### config.mk
export PLATFORM = sky130hd
export DESIGN_NAME = alu15_unit
export DESIGN_NICKNAME = d
export VERILOG_FILES = /design/src/rtl/alu15_pkg.sv /design/src/rtl/alu15_opnd_res.sv /design/src/rtl/alu15_fn_decode.sv /design/src/rtl/alu15_exec.sv /design/src/rtl/alu15_unit.sv
export SDC_FILE = /design/constraint.sdc
export NUM_CORES = 1
export LEC_CHECK = 0
export CORE_UTILIZATION = 35
export DETAILED_ROUTE_END_ITERATION = 10
export GPL_TIMING_DRIVEN = 0
export PLACE_DENSITY_LB_ADDON = 0.25
export RECOVER_POWER = 25
export SETUP_SLACK_MARGIN = 0.4
export SLEW_MARGIN = 20
export SYNTH_ARGS = -nofsm -noshare
export SYNTH_HDL_FRONTEND = slang
export SYNTH_SLANG_ARGS = --single-unit
### constraint.sdc
create_clock -name vclk -period 43.6
set_input_delay 8.72 -clock vclk [all_inputs]
set_output_delay 8.72 -clock vclk [all_outputs]
set_load 0.01 [all_outputs]
### src/rtl/alu15_pkg.sv
// Package: shared opcode values and the internal function select of the
// 15-bit operand-resolving ALU. Assumes opcodes arrive as a full word.
package alu15_pkg;

    localparam int OPC_EQ  = 4;
    localparam int OPC_GT  = 5;
    localparam int OPC_ADD = 9;
    localparam int OPC_MUL = 10;
    localparam int OPC_MOD = 11;
    localparam int OPC_AND = 12;
    localparam int OPC_OR  = 13;
    localparam int OPC_NOT = 14;

    typedef enum logic [3:0] {
        FN_NONE,
        FN_EQ,
        FN_GT,
        FN_ADD,
        FN_MUL,
        FN_MOD,
        FN_AND,
        FN_OR,
        FN_NOT
    } alu_fn_e;

endpackage

### src/rtl/alu15_opnd_res.sv
// Module: alu15_opnd_res
// Classifies one raw source word as a literal, a register reference or an
// invalid word, and yields its value. Assumes the register file answers the
// index combinationally on reg_val.
module alu15_opnd_res #(
    parameter int WORD_W = 16,
    parameter int NREG   = 8,
    localparam int VAL_W = WORD_W - 1,
    localparam int IDX_W = $clog2(NREG)
) (
    input  logic [WORD_W-1:0] raw,
    input  logic [VAL_W-1:0]  reg_val,
    output logic [IDX_W-1:0]  idx,
    output logic [VAL_W-1:0]  value,
    output logic              is_bad
);
    localparam logic [WORD_W-1:0] REG_BASE = {1'b1, {VAL_W{1'b0}}};
    localparam logic [WORD_W-1:0] REG_END  = REG_BASE + WORD_W'(NREG);

    logic is_lit;
    logic is_reg;

    // Sort the word into one of the three operand classes.
    always_comb begin
        is_lit = (raw < REG_BASE);
        is_reg = (raw >= REG_BASE) && (raw < REG_END);
        is_bad = (raw >= REG_END);
    end

    // Pick the literal or the register value and expose the read index.
    always_comb begin
        idx   = raw[IDX_W-1:0];
        value = is_reg ? reg_val : raw[VAL_W-1:0];
    end

    // Exactly one class holds for every word.
    always_comb begin
        assert_class_onehot_R2: assert ($onehot({is_lit, is_reg, is_bad}))
            else $error("operand class not unique for %0d", raw);
    end

endmodule

### src/rtl/alu15_fn_decode.sv
// Module: alu15_fn_decode
// Maps the opcode word to an internal function select and reports whether
// the third operand word is consumed. Non-compute opcodes map to FN_NONE.
module alu15_fn_decode
    import alu15_pkg::*;
#(
    parameter int WORD_W = 16
) (
    input  logic [WORD_W-1:0] op_code,
    output alu_fn_e           fn,
    output logic              uses_c
);
    // Opcode lookup.
    always_comb begin
        case (op_code)
            WORD_W'(OPC_EQ):  fn = FN_EQ;
            WORD_W'(OPC_GT):  fn = FN_GT;
            WORD_W'(OPC_ADD): fn = FN_ADD;
            WORD_W'(OPC_MUL): fn = FN_MUL;
            WORD_W'(OPC_MOD): fn = FN_MOD;
            WORD_W'(OPC_AND): fn = FN_AND;
            WORD_W'(OPC_OR):  fn = FN_OR;
            WORD_W'(OPC_NOT): fn = FN_NOT;
            default:          fn = FN_NONE;
        endcase
    end

    // Single-source inverse leaves the third word unread.
    always_comb begin
        uses_c = (fn != FN_NONE) && (fn != FN_NOT);
    end

endmodule

### src/rtl/alu15_exec.sv
// Module: alu15_exec
// Computes the 15-bit result for the selected function. Arithmetic wraps by
// truncation to VAL_W bits. A zero divisor under FN_MOD is reported and
// gives a zero result.
module alu15_exec
    import alu15_pkg::*;
#(
    parameter int VAL_W = 15
) (
    input  alu_fn_e          fn,
    input  logic [VAL_W-1:0] x,
    input  logic [VAL_W-1:0] y,
    output logic [VAL_W-1:0] res,
    output logic             div_zero
);
    logic [VAL_W-1:0] sum_w;
    logic [VAL_W-1:0] prod_w;
    logic [VAL_W-1:0] rem_w;

    // Wrapping arithmetic datapaths.
    always_comb begin
        sum_w  = x + y;
        prod_w = x * y;
        rem_w  = (y == '0) ? '0 : (x % y);
    end

    // Result select by function.
    always_comb begin
        case (fn)
            FN_EQ:   res = {{(VAL_W-1){1'b0}}, (x == y)};
            FN_GT:   res = {{(VAL_W-1){1'b0}}, (x > y)};
            FN_ADD:  res = sum_w;
            FN_MUL:  res = prod_w;
            FN_MOD:  res = rem_w;
            FN_AND:  res = x & y;
            FN_OR:   res = x | y;
            FN_NOT:  res = ~x;
            default: res = '0;
        endcase
    end

    // Flag a remainder request with nothing to divide by.
    always_comb begin
        div_zero = (fn == FN_MOD) && (y == '0);
    end

    // An inverse never shares a set bit with its source.
    always_comb begin
        if (fn == FN_NOT)
            assert_not_disjoint_R9: assert ((res & x) == '0)
                else $error("inverse overlaps source");
    end

endmodule

### src/rtl/alu15_unit.sv
// Module: alu15_unit (top)
// Resolves the two source operands through the register read ports,
// validates the destination, executes the compute opcodes and gates the
// write strobe. Purely combinational; assumes register reads answer in the
// same cycle.
module alu15_unit
    import alu15_pkg::*;
#(
    parameter int WORD_W = 16,
    parameter int NREG   = 8,
    localparam int VAL_W = WORD_W - 1,
    localparam int IDX_W = $clog2(NREG),
    localparam int NSRC  = 2
) (
    input  logic [WORD_W-1:0] op_code,
    input  logic [WORD_W-1:0] opnd_a,
    input  logic [WORD_W-1:0] opnd_b,
    input  logic [WORD_W-1:0] opnd_c,
    output logic [IDX_W-1:0]  rd0_idx,
    input  logic [VAL_W-1:0]  rd0_data,
    output logic [IDX_W-1:0]  rd1_idx,
    input  logic [VAL_W-1:0]  rd1_data,
    output logic [VAL_W-1:0]  result,
    output logic [IDX_W-1:0]  dst_idx,
    output logic              wr_en,
    output logic              illegal
);
    localparam logic [WORD_W-1:0] REG_BASE = {1'b1, {VAL_W{1'b0}}};
    localparam logic [WORD_W-1:0] REG_END  = REG_BASE + WORD_W'(NREG);

    logic [WORD_W-1:0] src_raw [NSRC];
    logic [VAL_W-1:0]  src_rd  [NSRC];
    logic [IDX_W-1:0]  src_idx [NSRC];
    logic [VAL_W-1:0]  src_val [NSRC];
    logic              src_bad [NSRC];

    alu_fn_e fn;
    logic    uses_c;
    logic    dst_ok;
    logic    div_zero;
    logic    fault;

    // Route operand words and read data into the per-source arrays.
    always_comb begin
        src_raw[0] = opnd_b;
        src_raw[1] = opnd_c;
        src_rd[0]  = rd0_data;
        src_rd[1]  = rd1_data;
    end

    generate
        for (genvar s = 0; s < NSRC; s++) begin : g_src
            alu15_opnd_res #(
                .WORD_W (WORD_W),
                .NREG   (NREG)
            ) u_res (
                .raw     (src_raw[s]),
                .reg_val (src_rd[s]),
                .idx     (src_idx[s]),
                .value   (src_val[s]),
                .is_bad  (src_bad[s])
            );
        end
    endgenerate

    // Drive read port indices.
    always_comb begin
        rd0_idx = src_idx[0];
        rd1_idx = src_idx[1];
    end

    alu15_fn_decode #(
        .WORD_W (WORD_W)
    ) u_dec (
        .op_code (op_code),
        .fn      (fn),
        .uses_c  (uses_c)
    );

    alu15_exec #(
        .VAL_W (VAL_W)
    ) u_exec (
        .fn       (fn),
        .x        (src_val[0]),
        .y        (src_val[1]),
        .res      (result),
        .div_zero (div_zero)
    );

    // Destination must name a register.
    always_comb begin
        dst_ok  = (opnd_a >= REG_BASE) && (opnd_a < REG_END);
        dst_idx = opnd_a[IDX_W-1:0];
    end

    // Gather faults of a compute opcode and gate the write.
    always_comb begin
        fault   = !dst_ok || src_bad[0] || (uses_c && src_bad[1]) || div_zero;
        illegal = (fn != FN_NONE) && fault;
        wr_en   = (fn != FN_NONE) && !fault;
    end

    // Output consistency checks.
    always_comb begin
        if (wr_en)
            assert_dst_match_R3: assert ((opnd_a >= REG_BASE) && (opnd_a < REG_END)
                                         && (dst_idx == opnd_a[IDX_W-1:0]))
                else $error("write to a non-register destination");
        if (wr_en && ((op_code == WORD_W'(OPC_EQ)) || (op_code == WORD_W'(OPC_GT))))
            assert_bool_result_R5: assert (result <= VAL_W'(1))
                else $error("compare result not 0 or 1");
        if ((op_code == WORD_W'(OPC_MOD)) && (src_val[1] == '0))
            assert_zero_divisor_R7: assert (!wr_en && illegal)
                else $error("zero divisor not faulted");
        if (fn == FN_NONE)
            assert_quiet_other_R10: assert (!wr_en && !illegal)
                else $error("non-compute opcode raised outputs");
    end

endmodule

; Word-level counts from Yosys, hierarchy flattened
; Memories as Yosys holds them, arrays and structs flattened.
; Cells that the tools add are included.
; Widths: inputs -> output; s select.
[op_classes]
bitwise_logic = 3
multipliers = 1
reduce_logical = 16
n_mux = 5
n_addsub = 1
n_lt_le_gt_ge = 9
div_mod_pow = 1
n_eq_ne = 10
[ops]
columns = op, count
row1 = $pmux 15 s8, 1
row2 = $ge 16x16->1 const B, 5
row3 = $lt 16x16->1 const B, 3
row4 = $mux 15, 3
row5 = $eq 4x3->1 const B, 4
row6 = $add 15x15->15, 1
row7 = $and 15x15->15, 1
row8 = $eq 15x15->1, 1
row9 = $gt 15x15->1, 1
row10 = $logic_not 15->1, 1
row11 = $mod 15x15->15, 1
row12 = $mul 15x15->15, 1
row13 = $not 15->15, 1
row14 = $or 15x15->15, 1
row15 = $logic_not 12->1, 1
row16 = $eq 4x2->1 const B, 2
row17 = $logic_and 1x1->1, 8
row18 = $eq 4x1->1 const B, 1
row19 = $eq 4x4->1 const B, 1
row20 = $mux 4, 1
row21 = $ne 4x4->1 const B, 1
row22 = $reduce_bool 4->1, 1
row23 = $logic_or 1x1->1, 3
row24 = $logic_not 1->1, 2
[word_totals]
mem_bits_ro = 64
regBits = 0
output_inout_bits = 26
elab_cells = 47
memories = 1
in_bits = 94
[mem_list]
columns = memory, words, word_bits, read_ports, rd_ports_with_merged_regs, write_ports, line_no
row1 = (name not given), 16, 4, 1, 0, 0, alu15_fn_decode.sv:15  ; case (op_code)

; Depth between registers and ports, before layout
[logic_depth]
word_depth = 9
depth_mapped = 132
ltp_nobuf = 121

; By module
; A second synthesis with hierarchy kept.
[unflattened]
hier_cells = 1687
hier_area_um2 = 12353.1
[by_module_without_submodules]
columns = module, area_per_inst_um2, cells_each, instances, seq_area_each_um2
row1 = alu15_exec, 11611.1, 1600, 1, 0.0
row2 = alu15_opnd_res, 251.5, 28, 2, 0.0
row3 = alu15_fn_decode, 145.1, 19, 1, 0.0
row4 = alu15_unit, 93.8, 12, 1, 0.0

; Worst setup path before layout
; OpenSTA, ideal clock, no wires.
[synth_path]
path_type = input -> output
startpoint = in opnd_c[9]
endpoint = out result[4]
path_buffers = 11
required_time_ns = 34.880
setup_slack_ns = -0.286
arrival_ns = 35.166
cell_stages = 125
path_cell_list = buf_2 > or4_4 > buf_6 > nor4_4 > nand2_1 > nand2_1 > clkinv_1 > ha_1 > nand3_1 > a21oi_1 > ha_1 > o21ai_0 > nand2b_1 > o211ai_1 > nand4_1 > o21a_1 > o21ai_0 > ha_1 > [89 not listed] > o211ai_1 > nand2_1 > clkbuf_1 > nor2_1 > a21oi_1 > ha_1 > nor2b_1 > o21a_1 > o21ai_0 > a21o_1 > a31oi_1 > a31o_2 > a31o_2 > clkbuf_1 > or2_2 > nor2_2 > nand2_1 > o211ai_1
[synth_between]
elab_chain_len = 6
word_cells_on_any_way = 12
cone_classes = add/sub: 1 / mul: 1 / div: 1 / order compare: 2 / mux: 3 / bitwise: 2 / reduce/logical: 2
[synth_lines]
columns = element, line_no
row1 = "start, declared", alu15_unit.sv:18  ; input logic [WORD_W-1:0] opnd_c,
row2 = $ge 16x16->1 / $lt 16x16->1 (equally long branches), alu15_opnd_res.sv:26  ; is_reg = (raw >= REG_BASE) && (raw < REG_END);
row3 = $logic_and 1x1->1, alu15_opnd_res.sv:26
row4 = $mux 15 (*), alu15_opnd_res.sv:33  ; value = is_reg ? reg_val : raw[VAL_W-1:0];
row5 = $mod 15x15->15 / $logic_not 15->1 (equally long branches), alu15_exec.sv:24  ; rem_w = (y == '0) ? '0 : (x % y);
row6 = $mux 15, alu15_exec.sv:24
row7 = $pmux 15 s8 (*), alu15_exec.sv:29  ; case (fn)
row8 = "end, declared", alu15_unit.sv:23  ; output logic [VAL_W-1:0] result,
; Every way passes the cells marked *; elsewhere a longest branch is shown, timed or not.

; Final worst setup path
[layout_path]
startpoint = in opnd_c[9]
endpoint = out result[10]
; Same word-level chain as after synthesis.

==> results.toml <==
[status]
run_status = "completed"

[die]
die_area_sq_mm = 0.0363
coreArea_sq_mm = 0.0348
initial_core_util_pct = 35.8
pin_count = 120
die_w_microns = 191
fp.dieH_microns = 191
rows = 68

[detailed_routing]
detail_route.wl_per_cell_microns = 21.8
vias = 14573
final_antenna_net_count = 0
vias_per_cell = 5.93
drc = 0
totalWireLength_mm = 53.6
dr.pass1.iters = 5
drt_iter0_markers = 1227

[layout]
nets = 2378
mostFrequentLayoutCell = "buf_4"
area_growth_pct = 42.1
clock_buffer_count = 0
regArea_sq_um = 0
layout_common_cells = "buf_4, nor2_1, ha_1"
n_sequential_cell = 0
drive_above_1_share_pct = 27.1

[place]
pre_cts_ws_ps = -6620
portBuffers = 112
place.gp.congestion = 0.969
hpwl_mm = 38.6

[power_and_ir_drop]
p_leak_uw = 0.00790
power.switching_uw = 263
p_seq_share_pct = 0
p_clk_share_pct = 0
sw_frac_of_total_pct = 54.4
combPwrFrac_pct = 100.0
finalPower_uw = 484
vdd.ir_drop.worst_v = 0.0000211
power.density_mw_per_mm2 = 27.3
p_int_uw = 221

[timing]
fmax_ghz = 0.0233
slew_headroom_pct = 13.0
post-route-min-period_ps = 42980
setup_viol = 0
tns_ps = 0
holdWs_ps = 18100
grt_setup_unrepaired = "yes"
tightest_slew_ps = 1270
fin_ws_ps = 620
drv_slew = 0
finalHoldViolCount = 0
final.period_utilization_pct = 98.6

[flow_run]
cap_violations = 0

[global_routing]
grt_use_total_pct = 27.5
grt_pass1_vias = 14064
grt_overflow = 0
grt_pass1_wl_mm = 77.7
grt_max_degree = 25
antenna_found_initial = 1

[worst_setup_path]
worstPathRequired_ps = 34880
cp.arrival_ps = 34260
cp-end-kind = "primary output"
worstSetupStartpointType = "input port"
slowest_delay_ps = 560
slowest_stage = "or4_4"
critical_path_class = "input port to primary output"
path_common_cell = "ha_4"
cp_max_fo = 8

[synthesis]
ys_seq_area_share_pct = 0
yosys.area_share.xor_xnor_pct = 8.79
ys_warn_count = 0
synthMuxAreaShare_pct = 3.45
synth_top_family_by_area = "adder cells"
synth_cell_types = 102
syn_area_sq_mm = 0.0124
synthSimpleGateAreaFrac_pct = 22.1
synth_compound_area_share_pct = 26.1
synth_fa_ha_area_share_pct = 32.3
synthCells = 1692
synth_nets = 2065
synth_area_per_cell_sq_um = 7.36

[min_path]
min_path_cells = 2
hold_path.class = "input port to primary output"

[clock_tree]
cts_hold_buf = 0
## critical path, delay by kind of cell
kind,cells,cell delay (ps)
compound gates,61,11760
buf+inv,17,2400
fa+ha+maj,15,3910
simple gates,30,6200
mux,4,1150
## repair_timing
action | 4_1_cts | 5_1_grt
endpoints found under the hold margin | 0 | 0
endpoints found under the setup margin | 15 | 15
buffers inserted | 83 | 106
cloned | 2 | 1
resized for setup | 227 | 246
pin swaps | 63 | 135
## cells in the mapped netlist, types with 6 or more instances
cell      instances  share of area [%]
or2_2            11               0.55
buf_2            13               0.52
a21oi_1         127                5.1
o21bai_1         10               0.60
a31oi_1          15               0.75
mux2_2           23                2.1
fa_1             70                 11
xnor2_1          91                6.4
xor2_1           32                2.3
a211o_1           6               0.42
or3_1            19               0.95
nor2_1          193                5.8
nor4b_1           8               0.56
clkbuf_1         18               0.54
nand3_1          29                1.2
a21o_1           40                2.4
nand2_1         146                4.4
and2_1           12               0.60
nand4_1          15               0.75
nor4_1           16               0.80
o221ai_1         16                1.1
a221oi_1          8               0.56
a21boi_0          6               0.36
inv_1           163                4.9
nand2b_1         15               0.75
o22ai_1           9               0.45
and3_1            8               0.40
o21a_1           33                2.0
mux2i_1          17                1.4
buf_4            12               0.72
nor3_1           44                1.8
a211oi_1         17                1.0
nor2b_1          19               0.95
o211ai_1         17                1.0
o31ai_1           9               0.54
o21ai_0          58                2.3
ha_1            209                 21
## through the flow
stage	instance area, sq um	utilization, %	instances
5_1_grt	17700	50.8	2459
4_1_cts	16000	46.1	2350
2_1_floorplan	12500	-	1692
6_report	17700	50.8	2459
3_5_place_dp	14400	41.3	2265
3_3_place_gp	14200	40.7	2259
## cells by family (layout without fill, tap and decap cells)
group | after synthesis | count (layout)
mux | 40 | 40
buf+inv | 220 | 531
xor+xnor | 124 | 124
other cells | 0 | 1
compound gates | 460 | 460
simple gates | 569 | 569
fa+ha+maj | 279 | 279
## layout make-up
cell class | count | area, sq um
diodes | 1 | 2.50
well taps | 455 | 569
inverters | 171 | 654
multi-input cells | 1472 | 13300
repair buffers | 310 | 2660
fillers | 3275 | 17100
repair inverters | 1 | 8.76
plain buffers | 49 | 479
## layer usage
| layer | routed length (microns) | up-vias | track usage, % |
|---|---|---|---|
| li1 | - | 6700 | - |
| met3 | 3680 | 143 | 2.43 |
| met2 | 25400 | 645 | 47.0 |
| met5 | 0 | - | 0 |
| met4 | 2330 | 0 | 11.2 |
| met1 | 22200 | 7085 | 35.4 |
## power by group through the flow
| stage | registers [uW] | clock network [uW] | logic (uW) |
|---|---|---|---|
| 2_1_floorplan | 0 | 0 | 296 |
| 3_3_place_gp | 0 | 0 | 385 |
| 3_5_place_dp | 0 | 0 | 393 |
| 4_1_cts | 0 | 0 | 426 |
| 5_1_grt | 0 | 0.00000307 | 526 |
| 6_report | 0 | 0.00000308 | 484 |
## final timing paths
path | from | to
max | opnd_c[9] | result[10]
min | opnd_a[1] | dst_idx[1]
Note: power is estimated with default switching activity, not from simulation.
